## src/rtl/adc_i2c_pkg.sv

```systemverilog
package adc_i2c_pkg;
  localparam int BYTE_W      = 8;
  localparam int CONV_AT_BIT = 4;           // command bits sampled before start
  localparam logic [4:0] ADDR_PREFIX  = 5'b10010;
  localparam logic [4:0] MCODE_PREFIX = 5'b00001;

  typedef enum logic [3:0] {
    ST_IDLE,
    ST_ADDR,
    ST_ADDR_ACK,
    ST_CMD,
    ST_CMD_ACK,
    ST_STRETCH,
    ST_TX,
    ST_TX_ACK,
    ST_SKIP
  } slv_state_t;
endpackage

```

## src/rtl/i2c_line_filter.sv

```systemverilog
module i2c_line_filter #(
  parameter int LINES    = 2,
  parameter int FILT_LEN = 4
) (
  input  logic             clk,
  input  logic             rst_n,
  input  logic [LINES-1:0] raw_i,
  output logic [LINES-1:0] flt_o
);
  localparam int CW = $clog2(FILT_LEN + 1);

  for (genvar g = 0; g < LINES; g++) begin : g_line
    logic          meta_q, sync_q, flt_q, flt_n;
    logic [CW-1:0] cnt_q, cnt_n;

    always_comb begin
      flt_n = flt_q;
      cnt_n = '0;
      if (sync_q != flt_q) begin
        if (cnt_q == CW'(FILT_LEN - 1)) begin
          flt_n = sync_q;
        end else begin
          cnt_n = cnt_q + 1'b1;
        end
      end
    end

    always_ff @(posedge clk or negedge rst_n) begin
      if (!rst_n) begin
        meta_q <= 1'b1;
        sync_q <= 1'b1;
        flt_q  <= 1'b1;
        cnt_q  <= '0;
      end else begin
        meta_q <= raw_i[g];
        sync_q <= meta_q;
        flt_q  <= flt_n;
        cnt_q  <= cnt_n;
      end
    end

    assign flt_o[g] = flt_q;
  end
endmodule

```

## src/rtl/i2c_bus_events.sv

```systemverilog
module i2c_bus_events (
  input  logic clk,
  input  logic rst_n,
  input  logic scl_f,
  input  logic sda_f,
  output logic scl_rise,
  output logic scl_fall,
  output logic start_evt,
  output logic stop_evt
);
  logic scl_q, sda_q;

  always_ff @(posedge clk or negedge rst_n) begin
    if (!rst_n) begin
      scl_q <= 1'b1;
      sda_q <= 1'b1;
    end else begin
      scl_q <= scl_f;
      sda_q <= sda_f;
    end
  end

  assign scl_rise  = scl_f & ~scl_q;
  assign scl_fall  = ~scl_f & scl_q;
  assign start_evt = scl_f & scl_q & sda_q & ~sda_f;
  assign stop_evt  = scl_f & scl_q & ~sda_q & sda_f;
endmodule

```

## src/rtl/adc_i2c_slave_fsm.sv

```systemverilog
module adc_i2c_slave_fsm
  import adc_i2c_pkg::*;
(
  input  logic              clk,
  input  logic              rst_n,
  input  logic              sda_f,
  input  logic              scl_rise,
  input  logic              scl_fall,
  input  logic              start_evt,
  input  logic              stop_evt,
  input  logic [1:0]        sel_i,
  input  logic              conv_done_i,
  input  logic [BYTE_W-1:0] conv_data_i,
  output logic              sda_oe_o,
  output logic              scl_oe_o,
  output logic              hs_o,
  output logic              conv_start_o,
  output logic              se_o,
  output logic [2:0]        ch_o,
  output logic [1:0]        pd_o
);
  slv_state_t        state_q, state_n;
  logic [3:0]        cnt_q, cnt_n;
  logic [BYTE_W-1:0] sh_q, sh_n, res_q, res_n;
  logic              sda_oe_q, sda_oe_n, scl_oe_q, scl_oe_n;
  logic              hs_q, hs_n, rd_q, rd_n;
  logic              start_q, start_n, se_q, se_n;
  logic [2:0]        ch_q, ch_n;
  logic [1:0]        pd_q, pd_n;
  logic              seen_q, seen_n, pend_q, pend_n;
  logic              addr_hit, mcode_hit, byte_in, byte_end;

  assign addr_hit  = (sh_q[7:3] == ADDR_PREFIX) && (sh_q[2:1] == sel_i);
  assign mcode_hit = (sh_q[7:3] == MCODE_PREFIX);
  assign byte_in   = scl_rise && (cnt_q < 4'd8);
  assign byte_end  = scl_fall && (cnt_q == 4'd8);

  always_comb begin
    state_n  = state_q;
    cnt_n    = cnt_q;
    sh_n     = sh_q;
    sda_oe_n = sda_oe_q;
    scl_oe_n = scl_oe_q;
    hs_n     = hs_q;
    rd_n     = rd_q;
    start_n  = 1'b0;
    se_n     = se_q;
    ch_n     = ch_q;
    pd_n     = pd_q;
    seen_n   = seen_q;
    pend_n   = pend_q;
    res_n    = res_q;

    if (conv_done_i) begin
      res_n  = conv_data_i;
      pend_n = 1'b0;
    end

    if (stop_evt) begin
      state_n  = ST_IDLE;
      cnt_n    = '0;
      sda_oe_n = 1'b0;
      scl_oe_n = 1'b0;
      hs_n     = 1'b0;
    end else if (start_evt) begin
      state_n  = ST_ADDR;
      cnt_n    = '0;
      sda_oe_n = 1'b0;
      scl_oe_n = 1'b0;
    end else begin
      unique case (state_q)
        ST_ADDR: begin
          if (byte_in) begin
            sh_n  = {sh_q[6:0], sda_f};
            cnt_n = cnt_q + 1'b1;
          end else if (byte_end) begin
            if (addr_hit && (!sh_q[0] || seen_q)) begin
              state_n  = ST_ADDR_ACK;
              sda_oe_n = 1'b1;
              rd_n     = sh_q[0];
            end else begin
              state_n = ST_SKIP;
              if (!hs_q && mcode_hit) hs_n = 1'b1;
            end
          end
        end
        ST_ADDR_ACK: begin
          if (scl_fall) begin
            sda_oe_n = 1'b0;
            cnt_n    = '0;
            if (!rd_q) begin
              state_n = ST_CMD;
            end else if (hs_q && pend_q) begin
              state_n  = ST_STRETCH;
              scl_oe_n = 1'b1;
            end else begin
              state_n  = ST_TX;
              sh_n     = res_q;
              sda_oe_n = ~res_q[7];
              cnt_n    = 4'd1;
            end
          end
        end
        ST_STRETCH: begin
          if (!pend_q) begin
            state_n  = ST_TX;
            scl_oe_n = 1'b0;
            sh_n     = res_q;
            sda_oe_n = ~res_q[7];
            cnt_n    = 4'd1;
          end
        end
        ST_TX: begin
          if (scl_fall) begin
            if (cnt_q == 4'd8) begin
              state_n  = ST_TX_ACK;
              sda_oe_n = 1'b0;
            end else begin
              sh_n     = {sh_q[6:0], 1'b0};
              sda_oe_n = ~sh_q[6];
              cnt_n    = cnt_q + 1'b1;
            end
          end
        end
        ST_TX_ACK: begin
          if (scl_fall) state_n = ST_SKIP;
        end
        ST_CMD: begin
          if (byte_in) begin
            sh_n  = {sh_q[6:0], sda_f};
            cnt_n = cnt_q + 1'b1;
            if (cnt_q == 4'(CONV_AT_BIT - 1)) begin
              start_n = 1'b1;
              pend_n  = 1'b1;
              seen_n  = 1'b1;
              se_n    = sh_q[2];
              ch_n    = {sh_q[1:0], sda_f};
            end
          end else if (byte_end) begin
            state_n  = ST_CMD_ACK;
            sda_oe_n = 1'b1;
            pd_n     = sh_q[3:2];
          end
        end
        ST_CMD_ACK: begin
          if (scl_fall) begin
            sda_oe_n = 1'b0;
            state_n  = ST_SKIP;
          end
        end
        default: ;
      endcase
    end
  end

  always_ff @(posedge clk or negedge rst_n) begin
    if (!rst_n) begin
      state_q  <= ST_IDLE;
      cnt_q    <= '0;
      sh_q     <= '0;
      sda_oe_q <= 1'b0;
      scl_oe_q <= 1'b0;
      hs_q     <= 1'b0;
      rd_q     <= 1'b0;
      start_q  <= 1'b0;
      se_q     <= 1'b0;
      ch_q     <= '0;
      pd_q     <= '0;
      seen_q   <= 1'b0;
      pend_q   <= 1'b0;
      res_q    <= '0;
    end else begin
      state_q  <= state_n;
      cnt_q    <= cnt_n;
      sh_q     <= sh_n;
      sda_oe_q <= sda_oe_n;
      scl_oe_q <= scl_oe_n;
      hs_q     <= hs_n;
      rd_q     <= rd_n;
      start_q  <= start_n;
      se_q     <= se_n;
      ch_q     <= ch_n;
      pd_q     <= pd_n;
      seen_q   <= seen_n;
      pend_q   <= pend_n;
      res_q    <= res_n;
    end
  end

  assign sda_oe_o     = sda_oe_q;
  assign scl_oe_o     = scl_oe_q;
  assign hs_o         = hs_q;
  assign conv_start_o = start_q;
  assign se_o         = se_q;
  assign ch_o         = ch_q;
  assign pd_o         = pd_q;
endmodule

```

## src/rtl/adc_cmd_i2c_slave.sv

```systemverilog
module adc_cmd_i2c_slave
  import adc_i2c_pkg::*;
#(
  parameter int FILT_LEN = 4
) (
  input  logic              clk,
  input  logic              rst_n,
  input  logic              scl_i,
  input  logic              sda_i,
  input  logic              strap_a1,
  input  logic              strap_a0,
  output logic              sda_oe,
  output logic              scl_oe,
  output logic              hs_mode,
  output logic              conv_start,
  output logic              cmd_single_ended,
  output logic [2:0]        cmd_channel,
  output logic [1:0]        cmd_power,
  input  logic              conv_done,
  input  logic [BYTE_W-1:0] conv_data
);
  logic [1:0] flt;
  logic       scl_flt, sda_flt;
  logic       scl_rise, scl_fall, start_evt, stop_evt;
  logic [1:0] sel_q;
  logic       sel_loaded_q;

  i2c_line_filter #(.LINES(2), .FILT_LEN(FILT_LEN)) filt_i (
    .clk   (clk),
    .rst_n (rst_n),
    .raw_i ({scl_i, sda_i}),
    .flt_o (flt)
  );

  assign scl_flt = flt[1];
  assign sda_flt = flt[0];

  i2c_bus_events evt_i (
    .clk       (clk),
    .rst_n     (rst_n),
    .scl_f     (scl_flt),
    .sda_f     (sda_flt),
    .scl_rise  (scl_rise),
    .scl_fall  (scl_fall),
    .start_evt (start_evt),
    .stop_evt  (stop_evt)
  );

  // Straps are captured once, in the first cycle after reset.
  always_ff @(posedge clk or negedge rst_n) begin
    if (!rst_n) begin
      sel_q        <= '0;
      sel_loaded_q <= 1'b0;
    end else if (!sel_loaded_q) begin
      sel_q        <= {strap_a1, strap_a0};
      sel_loaded_q <= 1'b1;
    end
  end

  adc_i2c_slave_fsm fsm_i (
    .clk          (clk),
    .rst_n        (rst_n),
    .sda_f        (sda_flt),
    .scl_rise     (scl_rise),
    .scl_fall     (scl_fall),
    .start_evt    (start_evt),
    .stop_evt     (stop_evt),
    .sel_i        (sel_q),
    .conv_done_i  (conv_done),
    .conv_data_i  (conv_data),
    .sda_oe_o     (sda_oe),
    .scl_oe_o     (scl_oe),
    .hs_o         (hs_mode),
    .conv_start_o (conv_start),
    .se_o         (cmd_single_ended),
    .ch_o         (cmd_channel),
    .pd_o         (cmd_power)
  );
endmodule

```

## config.mk

```make
export PLATFORM = sky130hd
export DESIGN_NAME = adc_cmd_i2c_slave
export DESIGN_NICKNAME = d
export VERILOG_FILES = /design/src/rtl/adc_i2c_pkg.sv /design/src/rtl/i2c_line_filter.sv /design/src/rtl/i2c_bus_events.sv /design/src/rtl/adc_i2c_slave_fsm.sv /design/src/rtl/adc_cmd_i2c_slave.sv
export SDC_FILE = /design/constraint.sdc
export NUM_CORES = 1
export LEC_CHECK = 0
export ABC_AREA = 1
export BUFFER_PORTS_ARGS = -buffer_cell sky130_fd_sc_hd__buf_2
export CAP_MARGIN = 40
export CORE_ASPECT_RATIO = 2
export CORE_MARGIN = 10
export CORE_UTILIZATION = 56
export CTS_BUF_LIST = sky130_fd_sc_hd__clkbuf_8
export DETAILED_ROUTE_END_ITERATION = 6
export PLACE_DENSITY = 0.77
export SYNTH_ARGS = -nofsm -noshare
export SYNTH_HDL_FRONTEND = slang
export SYNTH_SLANG_ARGS = --single-unit
export TNS_END_PERCENT = 50
```

## constraint.sdc

```tcl
create_clock -name clk -period 1.7 [get_ports clk]
set_input_delay 0.085 -clock clk [delete_from_list [all_inputs] [get_ports clk]]
set_output_delay 0.085 -clock clk [all_outputs]
set_load 0.01 [all_outputs]
```

Word-level counts from Yosys, hierarchy flattened
Cells that the tools add are included.
{"block": "word_totals", "regBits": 54, "output_inout_bits": 10, "wordCells": 194}
{"block": "op_classes", "addsub": 3, "order_cmp": 1, "eq_ne": 41, "n_mux": 77, "n_bitwise": 16, "n_reduce_logical": 30}
{"cell": "$mux 4", "count": 21}
{"cell": "$mux 8", "count": 7}
{"cell": "$mux 1", "count": 39}
{"cell": "$ne 4x3->1 const B", "count": 9}
{"cell": "$pmux 8 s4", "count": 1}
{"cell": "$reduce_and 10->1", "count": 3}
{"cell": "$pmux 4 s6", "count": 1}
{"cell": "$reduce_and 6->1", "count": 3}
{"cell": "$eq 4x3->1 const B", "count": 4}
{"cell": "$ne 4x4->1 const B", "count": 4}
{"cell": "$pmux 4 s4", "count": 1}
{"cell": "$reduce_bool 8->1", "count": 2}
{"cell": "$reduce_and 5->1", "count": 3}
{"cell": "$eq 4x2->1 const B", "count": 3}
{"cell": "$mux 3", "count": 4}
{"cell": "$ne 2x2->1 const B", "count": 6}
{"cell": "$not 1->1", "count": 9}
{"cell": "$ne 2x1->1 const B", "count": 4}
{"cell": "$ne 4x1->1 const B", "count": 2}
{"cell": "$reduce_bool 4->1", "count": 2}
{"cell": "$and 1x1->1", "count": 7}
{"cell": "$add 3x1->3 const B", "count": 2}
{"cell": "$eq 3x2->1 const B", "count": 2}
{"cell": "$logic_and 1x1->1", "count": 6}
{"cell": "other kinds (17)", "count": 23}

Logic depth before layout (Yosys ltp)
{"block": "depth", "ltp_word": 9, "depth_mapped": 12, "mapped_depth_nobuf": 11}

Hierarchy
A second synthesis with hierarchy kept.
{"block": "unflattened", "cells_unflattened": 386, "area_unflattened_um2": 2901.5}
{"mod": "adc_i2c_slave_fsm", "n_inst": 1, "cells_per_inst": 310, "area_each_um2": 2202.1, "seq_area_each_um2": 925.9}
{"mod": "i2c_line_filter", "n_inst": 1, "cells_per_inst": 52, "area_each_um2": 500.5, "seq_area_each_um2": 307.8}
{"mod": "adc_cmd_i2c_slave", "n_inst": 1, "cells_per_inst": 11, "area_each_um2": 105.1, "seq_area_each_um2": 75.1}
{"mod": "i2c_bus_events", "n_inst": 1, "cells_per_inst": 13, "area_each_um2": 93.8, "seq_area_each_um2": 52.6}

Worst setup path before layout
OpenSTA, ideal clock, no wires.
{"block": "synth_timing", "kind": "reg2reg", "startpoint": "reg filt_i.g_line[1].flt_q", "endpoint": "reg fsm_i.sh_q[6]", "setup_ns": 0.121, "t_arrival_ns": 1.462, "slack_ns": 0.117, "stages_incl_launch_ff": 10, "synth_period_minus_slack_ns": 1.583, "path_cell_list": "dfstp_2 > buf_6 > inv_1 > nor3_2 > o21ai_0 > nor2_2 > nand2_4 > buf_12 > nand2_2 > o21ai_2"}
{"block": "synth_via", "elab_chain_len": 5}
{"element": "start: declaration", "line": "i2c_line_filter.sv:13", "rtl": "logic meta_q, sync_q, flt_q, flt_n;"}
{"element": "start signal: assignment", "line": "i2c_line_filter.sv:37", "rtl": "flt_q <= flt_n;"}
{"element": "$and 1x1->1", "line": "i2c_bus_events.sv:25, i2c_bus_events.sv:26"}
{"element": "$and 1x1->1 (on tied branches) (2 in series)", "line": "i2c_bus_events.sv:25, i2c_bus_events.sv:26"}
{"element": "$not 1->1 (no line)"}
{"element": "$reduce_and 10->1 (no line) *"}
{"element": "end signal: assignment", "line": "adc_i2c_slave_fsm.sv:175", "rtl": "sh_q <= sh_n;"}
{"element": "end: declaration", "line": "adc_i2c_slave_fsm.sv:24", "rtl": "logic [BYTE_W-1:0] sh_q, sh_n, res_q, res_n;"}
Mark *: on every way between the ends. The rest lies on a longest branch, timed or not.
A chain may end at the register's enable or synchronous reset.

Worst setup path after layout
{"block": "layout_timing", "startpoint": "reg filt_i.g_line[0].flt_q", "endpoint": "reg fsm_i.state_q[3]"}
{"block": "layout_via", "elab_chain_len": 4}
{"element": "start: declaration", "line": "i2c_line_filter.sv:13"}
{"element": "start signal: assignment", "line": "i2c_line_filter.sv:37"}
{"element": "$not 1->1", "line": "i2c_bus_events.sv:25", "rtl": "assign start_evt = scl_f & scl_q & sda_q & ~sda_f;"}
{"element": "$and 1x1->1", "line": "i2c_bus_events.sv:25"}
{"element": "$ne 4x3->1 (no line) (tied with other cells)"}
{"element": "$reduce_and 10->1 (no line) / $mux 4 (equally long branches)"}
{"element": "end signal: assignment", "line": "adc_i2c_slave_fsm.sv:173", "rtl": "state_q <= state_n;"}
{"element": "end: declaration", "line": "adc_i2c_slave_fsm.sv:22", "rtl": "slv_state_t state_q, state_n;"}
Parallel ways exist; a longest one is shown, timed or not.

==> results.txt <==
0 antenna diodes ended up in the layout. The number of distinct library cells after synthesis came out at 33. The remaining global-route overflow is 0.

For this block, the initial DRC count from the detailed router was 191. The count of nets left with antenna violations once routing finished came out at 0. The count of mapped cells out of synthesis came out at 356. The run finished with clean final reports. TritonCTS built the clock tree. The maximum root-to-sink buffer count came out at 2. The library cells used most frequently in the layout, excluding fill and tap cells, are nand2_1, dfrtp_1, nor2_1.

STA classifies the critical path startpoint as a register. Of all flip-flops after synthesis, the portion carrying an async set or reset was 100%. The global routing stage identified its most utilized layer as met2. The power consumption is 4.73 mW.

The number of hold-slack violations in the final timing report was 0. The via density per instance is 5.52. Once detailed placement completed, the half-perimeter wirelength came to about 5500 µm. The maximum resistive drop on vdd came out at ~1.6 mV.

For met2 alone, demand over resource in global routing was 30.4%. Derived from the worst setup path, the maximum achievable clock frequency is approximately 610 MHz. The deepest level of the CTS H-tree is 2.

The setup-violating endpoint count in the final report is 0. The pin count of the biggest net entering global routing came out at 34. The post-detailed-route wirelength per cell came out at 15.7 µm.

The clock slew seen by the registers of the worst setup and hold paths came out at 90 ps. The all-layer global routing usage is 17.1%. The die outline area is 0.00863 mm². The clock tree root driver cell is clkbuf_8. Setup repair after global routing could not meet its margin everywhere.

The arrival time of the worst setup path came out at ~1900 ps. The library cell used most frequently in the layout, excluding fill and tap cells, is nand2_1. The iteration count of the initial detailed-routing pass came out at 5.

Among all flip-flop cells after synthesis, the most frequent one is dfrtp_1. The initial core utilization came out at between 50% and 60%. The congestion estimate from routability-driven global placement came to 0.983.

The number of clock sinks seen by CTS came out at 54. The total via count after detailed routing came out at 2654. The number of top-level pins is 25.

In this run the horizontal extent of the chip is 70.9 µm. At the later pin of the worst-skew pair, clock insertion delay measures 310 ps. The number of synthesized flops with an enable pin is 0. Counting I/O delays and the setup requirement, the final critical path takes 1640 ps. The endpoint required time on the critical path is roughly 2000 ps.

The number of global-route vias before repair is 2627. The worst setup path is captured at a register. The total instance count after detailed placement came out at between 400 and 500. The total leakage power came out at 1.86 nW. The core outline area came out at 0.00509 mm². Counting flops and latches in the post-synthesis netlist gives 54.

The setup clock skew after layout is 5.17 ps. The first-pass GRT wire length is 11900 µm. For this block, the routed nets add up to 7580 µm of wire.

The number of nets produced by synthesis came out at around 380. The total CTS buffers is 5. The yosys synthesis warning count is 0. After the last flow step, the layout net total stands at 441. The cell area after synthesis came out at 0.00290 mm². Global routing used 16.4% of the available met1 tracks.

The finished layout holds 481 standard cells, fillers aside. The number of antenna violations at the first check in global routing is 0. The global-route track usage on met3 is roughly 2.9%.

The path class of the tightest hold or removal check is input pin to register. Of all nets on the critical path, the largest fanout is 7. The synthesized area per cell came out at 8.15 µm².

The count of buffers inserted at the top-level ports came out at 24. The critical path class is register to register. Sequential cells were found to cover 46.9% of the synthesized design area. Cells with a size suffix above 1 make up 32.9% of the layout. The final core utilization came out at 71.9%. The total DRC errors in the routed layout is 0. The total of max-cap violations came out at 0. The area growth from synthesis to layout is 26.2%. The number of slew-limit violations in the final report came to 0. The number of placement rows came out at 37. The share of the clock period used by the worst path after layout came out at 96.5%. The power density relative to cell area came out at 1290 mW/mm². The die boundary height is 122 µm.
## cell type report
class / instances / area (µm²)
multi-input cells: 259 / 1470
repair buffers: 63 / 463
flip-flops and latches: 54 / 1370
inverters: 39 / 146
fillers: 413 / 1430
well taps: 58 / 72.6
clock inverters: 2 / 60.1
clock buffers: 6 / 82.6
## synth_stat cells, types with 2 or more instances
master	instances	area, µm²
o21ai_0	19	95.1
o22ai_1	2	12.5
inv_1	34	128
dfstp_2	8	210
xnor2_1	3	26.3
ha_1	4	50.1
nor3_1	3	15.0
nand3_1	29	145
nor3b_1	2	15.0
inv_2	5	18.8
o21ai_2	9	78.8
nand3_2	2	20.0
a21oi_1	11	55.1
nand4_1	6	37.5
nand2_2	11	68.8
dfrtp_1	46	1150
buf_6	4	45.0
nand2_1	96	360
mux2_2	3	33.8
nor2_4	4	45.0
nor2_1	37	139
nand2_4	3	33.8
nor2_2	5	31.3
## kinds of logic after synthesis
kind of cell    count (synthesis)  share of synthesized area, %
flops                          54                          46.9
simple gates                  201                          32.4
mux                             3                          1.16
buf+inv                        45                          7.42
other cells                     1                         0.129
compound gates                 44                          8.97
xor+xnor                        4                          1.21
fa+ha+maj                       4                          1.73
## stage by stage
step           setup WS (ps)  setup TNS (ps)  hold slack [ps]  cell area, µm²
2_1_floorplan            117               0             -211            2900
3_3_place_gp           -9.73           -9.73             65.0            3240
3_5_place_dp           0.689               0             71.5            3240
4_1_cts                 1.09               0            0.104            3500
5_1_grt                -46.6            -249             24.0            3660
6_report                58.7               0             5.64            3660
## critical path: stages (launching register included)
cell     delay [ps]
dfstp_2         620
inv_2            80
nand4_1         170
nand2_2         140
buf_4           180
a21oi_1         210
nand3_1         100
nand2_1          70
## sequential cells by signal, summed over array words and instances, names as in the netlist
| signal | count |
|---|---|
| evt_i.scl_q | 1 |
| evt_i.sda_q | 1 |
| filt_i.g_line.cnt_q | 6 |
| filt_i.g_line.flt_q | 2 |
| filt_i.g_line.meta_q | 2 |
| filt_i.g_line.sync_q | 2 |
| fsm_i.ch_o | 3 |
| fsm_i.cnt_q | 4 |
| fsm_i.conv_start_o | 1 |
| fsm_i.hs_o | 1 |
| fsm_i.pd_o | 2 |
| fsm_i.pend_q | 1 |
| fsm_i.rd_q | 1 |
| fsm_i.res_q | 8 |
| fsm_i.scl_oe_o | 1 |
| fsm_i.sda_oe_o | 1 |
| fsm_i.se_o | 1 |
| fsm_i.seen_q | 1 |
| fsm_i.sh_q | 8 |
| fsm_i.state_q | 4 |
| sel_loaded_q | 1 |
| sel_q | 2 |
## routing by layer
layer / vias up / wire (µm) / part of all wire, %
met5: - / 0 / 0
met4: 0 / 547 / 7.2
met3: 35 / 229 / 3.0
met2: 81 / 4160 / 55
met1: 1268 / 2640 / 35
li1: 1270 / - / -
## worst paths after layout
check / start / end / slack (ps) / cells after the start
max: filt_i.g_line[0].flt_q / fsm_i.state_q[3] / 60 / 7
min: strap_a1 / sel_q[1] / 6 / 3
max reg2reg: filt_i.g_line[0].flt_q / fsm_i.state_q[3] / 60 / 7
min reg2reg: filt_i.g_line[1].meta_q / filt_i.g_line[1].sync_q / 360 / 0
max in group asynchronous: rst_n / fsm_i.sh_q[4] / 900 / 3
min in group asynchronous: rst_n / filt_i.g_line[1].cnt_q[1] / 260 / 2
## power breakdown
group / internal (mW) / leakage [nW] / switching [mW]
logic: 0.736 / 1.11 / 1.14
registers: 1.56 / 0.680 / 0.262
clock network: 0.627 / 0.0714 / 0.411
total: 2.92 / 1.86 / 1.81
## what timing repair did
action | in CTS | in global routing
gates resized for setup | 3 | 35
setup buffers | 0 | 3
hold endpoints to repair | 22 | 0
pin swaps | 0 | 8
endpoints found under the setup margin | 4 | 19
cloned | 0 | 2
hold buffers | 10 | 0
No activity file was read; power rests on OpenSTA's default activity.
